File: config.mk
export PLATFORM = sky130hd
export DESIGN_NAME = regfield_cell
export DESIGN_NICKNAME = d
export VERILOG_FILES = /design/src/rtl/regfield_pkg.sv /design/src/rtl/regfield_sw_path.sv /design/src/rtl/regfield_hw_path.sv /design/src/rtl/regfield_reduce.sv /design/src/rtl/regfield_cell.sv
export SDC_FILE = /design/constraint.sdc
export NUM_CORES = 1
export LEC_CHECK = 0
export BUFFER_PORTS_ARGS = -buffer_cell sky130_fd_sc_hd__buf_2
export CORE_MARGIN = 2
export CORE_UTILIZATION = 25
export DETAILED_ROUTE_END_ITERATION = 8
export GPL_TIMING_DRIVEN = 0
export PLACE_DENSITY = 0.55
export SETUP_SLACK_MARGIN = 0.5
export SLEW_MARGIN = 20
export SYNTH_ARGS = -nofsm -noshare
export SYNTH_HDL_FRONTEND = slang
export SYNTH_HIERARCHICAL = 1
export SYNTH_SLANG_ARGS = --single-unit
File: constraint.sdc
create_clock -name clk_i -period 3.9 [get_ports clk_i]
set_input_delay 0.78 -clock clk_i [delete_from_list [all_inputs] [get_ports clk_i]]
set_output_delay 0.78 -clock clk_i [all_outputs]
set_load 0.02 [all_outputs]
File: src/rtl/regfield_pkg.sv
package regfield_pkg;
  typedef enum logic [3:0] {
    SW_WR_NONE    = 4'd0,
    SW_WR_PLAIN   = 4'd1,
    SW_WR_OR      = 4'd2,
    SW_WR_ANDN    = 4'd3,
    SW_WR_XOR     = 4'd4,
    SW_WR_AND     = 4'd5,
    SW_WR_XNOR    = 4'd6,
    SW_WR_CLR_ALL = 4'd7,
    SW_WR_SET_ALL = 4'd8
  } sw_wr_e;

  typedef enum logic [1:0] {
    SW_RD_KEEP = 2'd0,
    SW_RD_CLR  = 2'd1,
    SW_RD_SET  = 2'd2
  } sw_rd_e;

  typedef enum logic [1:0] {
    HW_WR_NONE   = 2'd0,
    HW_WR_ALWAYS = 2'd1,
    HW_WR_EN_HI  = 2'd2,
    HW_WR_EN_LO  = 2'd3
  } hw_wr_e;

  typedef enum logic [1:0] {
    GATE_NONE = 2'd0,
    GATE_HI   = 2'd1,
    GATE_LO   = 2'd2
  } gate_e;
endpackage

File: src/rtl/regfield_sw_path.sv
module regfield_sw_path
  import regfield_pkg::*;
#(
  parameter int     WIDTH     = 12,
  parameter int     BUS_W     = 32,
  parameter int     FIELD_LSB = 4,
  parameter sw_wr_e SW_WR     = SW_WR_PLAIN,
  parameter sw_rd_e SW_RD     = SW_RD_KEEP,
  parameter gate_e  SW_GATE   = GATE_NONE,
  localparam int    NLANE     = BUS_W / 8
) (
  input  logic [WIDTH-1:0] q_i,
  input  logic             we_i,
  input  logic [NLANE-1:0] be_i,
  input  logic [BUS_W-1:0] wdata_i,
  input  logic             re_i,
  input  logic             gate_i,
  output logic             wr_act_o,
  output logic             act_o,
  output logic [WIDTH-1:0] next_o
);
  logic [WIDTH-1:0] lane_m, wd, wr_val, rd_val;
  logic             gate_ok, rd_act;
  logic             unused_bus;

  assign unused_bus = ^{wdata_i, be_i};

  for (genvar k = 0; k < WIDTH; k++) begin : gen_bit
    assign lane_m[k] = be_i[(FIELD_LSB + k) / 8];
    assign wd[k]     = wdata_i[FIELD_LSB + k];
  end

  always_comb begin
    case (SW_GATE)
      GATE_HI: gate_ok = gate_i;
      GATE_LO: gate_ok = ~gate_i;
      default: gate_ok = 1'b1;
    endcase
  end

  always_comb begin
    case (SW_WR)
      SW_WR_PLAIN:   wr_val = (q_i & ~lane_m) | (wd & lane_m);
      SW_WR_OR:      wr_val = q_i | (wd & lane_m);
      SW_WR_ANDN:    wr_val = q_i & ~(wd & lane_m);
      SW_WR_XOR:     wr_val = q_i ^ (wd & lane_m);
      SW_WR_AND:     wr_val = q_i & (wd | ~lane_m);
      SW_WR_XNOR:    wr_val = (q_i & ~lane_m) | ((q_i ~^ wd) & lane_m);
      SW_WR_CLR_ALL: wr_val = '0;
      SW_WR_SET_ALL: wr_val = '1;
      default:       wr_val = q_i;
    endcase
  end

  assign wr_act_o = we_i & gate_ok & (SW_WR != SW_WR_NONE);
  assign rd_act   = re_i & (SW_RD != SW_RD_KEEP);
  assign rd_val   = (SW_RD == SW_RD_SET) ? '1 : '0;
  assign act_o    = wr_act_o | rd_act;
  assign next_o   = wr_act_o ? wr_val : rd_val;
endmodule

File: src/rtl/regfield_hw_path.sv
module regfield_hw_path
  import regfield_pkg::*;
#(
  parameter hw_wr_e HW_WR = HW_WR_EN_HI
) (
  input  logic we_i,
  output logic act_o
);
  always_comb begin
    case (HW_WR)
      HW_WR_ALWAYS: act_o = 1'b1;
      HW_WR_EN_HI:  act_o = we_i;
      HW_WR_EN_LO:  act_o = ~we_i;
      default:      act_o = 1'b0;
    endcase
  end
endmodule

File: src/rtl/regfield_reduce.sv
module regfield_reduce #(
  parameter int WIDTH     = 12,
  parameter bit REDUCE_EN = 1'b1
) (
  input  logic [WIDTH-1:0] q_i,
  output logic             and_o,
  output logic             or_o,
  output logic             xor_o
);
  if (REDUCE_EN) begin : gen_on
    assign and_o = &q_i;
    assign or_o  = |q_i;
    assign xor_o = ^q_i;
  end else begin : gen_off
    logic unused_q;
    assign unused_q = ^q_i;
    assign and_o = 1'b0;
    assign or_o  = 1'b0;
    assign xor_o = 1'b0;
  end
endmodule

File: src/rtl/regfield_cell.sv
module regfield_cell
  import regfield_pkg::*;
#(
  parameter int             WIDTH        = 12,
  parameter int             BUS_W        = 32,
  parameter int             FIELD_LSB    = 4,
  parameter logic [WIDTH-1:0] RESET_VAL  = '0,
  parameter sw_wr_e         SW_WR        = SW_WR_PLAIN,
  parameter sw_rd_e         SW_RD        = SW_RD_KEEP,
  parameter hw_wr_e         HW_WR        = HW_WR_EN_HI,
  parameter gate_e          SW_GATE      = GATE_NONE,
  parameter bit             SW_WINS      = 1'b1,
  parameter bit             SINGLE_PULSE = 1'b0,
  parameter bit             RST_ASYNC    = 1'b1,
  parameter bit             REDUCE_EN    = 1'b1,
  localparam int            NLANE        = BUS_W / 8
) (
  input  logic             clk_i,
  input  logic             rst_ni,
  input  logic             sw_we_i,
  input  logic [NLANE-1:0] sw_be_i,
  input  logic [BUS_W-1:0] sw_wdata_i,
  input  logic             sw_re_i,
  input  logic             sw_gate_i,
  input  logic             hw_we_i,
  input  logic [WIDTH-1:0] hw_data_i,
  output logic [WIDTH-1:0] field_o,
  output logic             and_o,
  output logic             or_o,
  output logic             xor_o
);
  logic [WIDTH-1:0] q, d, sw_next;
  logic             sw_act, sw_wr_act, hw_act;

  regfield_sw_path #(
    .WIDTH(WIDTH), .BUS_W(BUS_W), .FIELD_LSB(FIELD_LSB),
    .SW_WR(SW_WR), .SW_RD(SW_RD), .SW_GATE(SW_GATE)
  ) u_sw (
    .q_i(q), .we_i(sw_we_i), .be_i(sw_be_i), .wdata_i(sw_wdata_i),
    .re_i(sw_re_i), .gate_i(sw_gate_i),
    .wr_act_o(sw_wr_act), .act_o(sw_act), .next_o(sw_next)
  );

  regfield_hw_path #(.HW_WR(HW_WR)) u_hw (.we_i(hw_we_i), .act_o(hw_act));

  regfield_reduce #(.WIDTH(WIDTH), .REDUCE_EN(REDUCE_EN)) u_red (
    .q_i(q), .and_o(and_o), .or_o(or_o), .xor_o(xor_o)
  );

  // losing side of a collision is dropped entirely
  always_comb begin
    if (sw_act && hw_act) d = SW_WINS ? sw_next : hw_data_i;
    else if (sw_act)      d = sw_next;
    else if (hw_act)      d = hw_data_i;
    else if (SINGLE_PULSE) d = '0;
    else                  d = q;
  end

  if (RST_ASYNC) begin : gen_arst
    always_ff @(posedge clk_i or negedge rst_ni) begin
      if (!rst_ni) q <= RESET_VAL;
      else         q <= d;
    end
  end else begin : gen_srst
    always_ff @(posedge clk_i) begin
      if (!rst_ni) q <= RESET_VAL;
      else         q <= d;
    end
  end

  assign field_o = q;

  assert_hw_load_R6: assert property (@(posedge clk_i) disable iff (!rst_ni)
    (hw_act && !(sw_act && SW_WINS)) |=> (field_o == $past(hw_data_i)));

  assert_hw_wins_R11: assert property (@(posedge clk_i) disable iff (!rst_ni)
    (sw_act && hw_act && !SW_WINS) |=> (field_o == $past(hw_data_i)));

  assert_sw_only_R11: assert property (@(posedge clk_i) disable iff (!rst_ni)
    (sw_act && (SW_WINS || !hw_act)) |=> (field_o == $past(sw_next)));

  if (SINGLE_PULSE) begin : gen_sp_chk
    assert_pulse_clear_R9: assert property (@(posedge clk_i) disable iff (!rst_ni)
      (!sw_act && !hw_act) |=> (field_o == '0));
  end else begin : gen_hold_chk
    assert_hold_R1: assert property (@(posedge clk_i) disable iff (!rst_ni)
      (!sw_act && !hw_act) |=> $stable(field_o));
  end

  if (SW_WR == SW_WR_CLR_ALL) begin : gen_clr_chk
    assert_wr_clr_all_R4: assert property (@(posedge clk_i) disable iff (!rst_ni)
      (sw_wr_act && (SW_WINS || !hw_act)) |=> (field_o == '0));
  end
endmodule

==> summary.md <==
| Metric | Value |
|---|---|
| Run status | `complete, no violations` |
| Fin Setup TNS | `0 ns` |
| Detailed Routing Iterations Pass 1 | `4` |
| Final min period | `between 2 and 3 ns` |
| Fill cell instance count of the final layout | `449` |
| Height of the chip | `between 60 and 70 µm` |
| Antenna Violating Nets Remaining | `0` |
| Worst-margin pin slew | `between 0.2 and 0.3 ns` |
| Share of cells above drive strength 1 | `between 30% and 40%` |
| TritonCTS buffer count | `3` |
| Post-CTS setup buffers | `0` |
| Synthesis warning total | `6` |
| Filler-free cell count of the finished design | `207` |
| Pwr Total | `roughly 450 µW` |
| Kind of end point of the critical path | `primary output` |
| Cell area after technology mapping | `approximately 0.0011 mm²` |
| Rows | `23` |
| Final nets | `225` |
| Largest register FFs | `12` |
| Insertion delay of the later-clocked pin in the worst-skew pair | `0.24 ns` |
| Maximum number of pins on one net before global-route repair | `13` |
| Number of input and output port buffers inserted | `approximately 40` |
| Synthesized net count | `179` |
| Crit path DAT | `1.73 ns` |
| PnR worst setup slack | `1.39 ns` |
| Iter 0 DRT Violations | `18` |
| Total gr overflow | `0` |
| DRC errors left | `0` |
| Cell total after placement | `204` |
| Root buffer cell | `clkbuf_8` |
| Maximum operating frequency | `398 MHz` |
| Final Setup Violations | `0` |
| Core region area | `approximately 0.0041 mm²` |
| Endpoints failing hold | `0` |
| Instance count of the mapped netlist | `113` |
| Die Span X | `69.2 µm` |
| Multi-input gate area | `around 660 µm²` |
| Count of cells resized by post-cts repair | `0` |
| Top fanout value on the critical path | `5` |
| Mean instance size in the synthesized netlist | `around 9.4 µm²` |
| GP Congestion | `0.694` |
| I/O pins | `69` |
| Layout overhead on the synthesized area | `29.1%` |
| Via count of the first global-routing pass | `between 900 and 1,000` |
| Die Footprint | `0.00479 mm²` |
| Quantity of hold-fixing buffers added after cts | `0` |
| CTS tree | `built` |
| Detail-routed net length per standard cell | `12.5 µm` |
| Worst-case headroom to the max-slew limit | `80.9%` |
| Static Leakage | `roughly 0.74 nW` |
| Initial antenna violation count | `0` |
| Seq. cell area | `300 µm²` |
| Wire length of the first global-routing pass | `4.44 mm` |
| Req. time, crit path | `3.12 ns` |
| Clock-pin transition on the worst setup and hold timing paths | `0.05 ns` |
| Skew final | `0 ns` |
| CTS max path bufs | `2` |
| Total via count after detailed routing | `892` |
| Via count normalized by instance count | `approximately 4.3` |
| Final Slew Violations | `0` |
| Final Core Density | `33.8%` |
| Antenna cells | `0` |
| Cell area power density | `about 330 mW/mm²` |
| Final HPWL DP | `2.01 mm` |
| Kind of start point of the critical path | `flop` |
| Starting density of the core | `26.2%` |
| # H-tree levels | `1` |
| Maximum vdd drop | `around 0.00012 V` |
| Class of the most critical hold timing path | `in2async` |
| Max-cap violations | `0` |
| WL final | `2.58 mm` |
| Overall routing resource usage | `between 10% and 20%` |
| Period Utilization, post-route | `64.5%` |
| Crit Path Class | `reg2out` |
| Clock sink count | `12` |
| Worst slack after detailed placement | `1.62 ns` |
| Unrepaired setup endpoints after global routing | `no` |
-- power breakdown --
| part | leakage, nW | total (mW) | switching [mW] | internal (mW) |
|---|---|---|---|---|
| registers | 0.154 | 0.153 | 0.0163 | 0.137 |
| logic | 0.567 | 0.186 | 0.0946 | 0.0914 |
| clock network | 0.0216 | 0.112 | 0.0439 | 0.0680 |
| total | 0.742 | 0.451 | 0.155 | 0.296 |
-- area by class of cell --
cell class	count	area share [%]
sequential	12	21.9
tap	50	4.56
clock buffer	3	3.01
buffer	8	4.38
timing repair buffer	41	14.9
inverter	12	3.28
multi-input combinational	81	47.9
-- cell usage in the layout (no fill, tap or decap) --
cell       n
o21ai_2    1
nand2_1   13
buf_6      2
buf_2     44
xnor2_2    1
and4_1     1
o21ai_0    2
nor2_1     1
ha_1      12
buf_4      3
clkbuf_8   3
xnor2_1    2
mux2i_1   24
nor2b_1   12
dfrtp_1   12
nand4_1    1
nand3_1    1
xnor3_1    1
o21ai_1    9
inv_1     12
-- metrics by stage --
stage / cell area [µm²] / hold WS [ns]
finish: 1370 / 0.419
global route: 1370 / 0.443
CTS: 1370 / 0.426
detailed placement: 1330 / 0.630
global placement: 1330 / 0.623
floorplan: 1060 / 0.484
-- worst paths after layout --
| check | startpoint | to | slack (ns) | depth (start not counted) |
|---|---|---|---|---|
| setup / recovery | field_o[2] | xor_o | 1.39 | 5 |
| hold / removal | rst_ni | field_o[2] | 0.42 | 1 |
| setup reg to reg | field_o[7] | field_o[7] | 3.02 | 4 |
| hold reg to reg | field_o[0] | field_o[0] | 0.64 | 2 |
| max in group asynchronous | rst_ni | field_o[8] | 3.26 | 1 |
| min in group clk_i | field_o[0] | field_o[0] | 0.64 | 2 |
-- layer usage --
layer | up-vias | routed length (µm) | GRT usage (%) | share of wire, %
met3 | 2 | 149 | 2.91 | 5.8
met5 | - | 0 | 0 | 0
met2 | 28 | 1140 | 18.5 | 44
met4 | 0 | 35 | 3.92 | 1.4
li1 | 462 | - | - | -
met1 | 400 | 1260 | 15.2 | 49
-- critical path: stages (launching register included) --
cell     delay (ns)
dfrtp_1        0.41
inv_1          0.07
ha_1           0.30
xnor2_1        0.15
xnor3_1        0.40
buf_2          0.17
No activity file was read; power rests on OpenSTA's default activity.
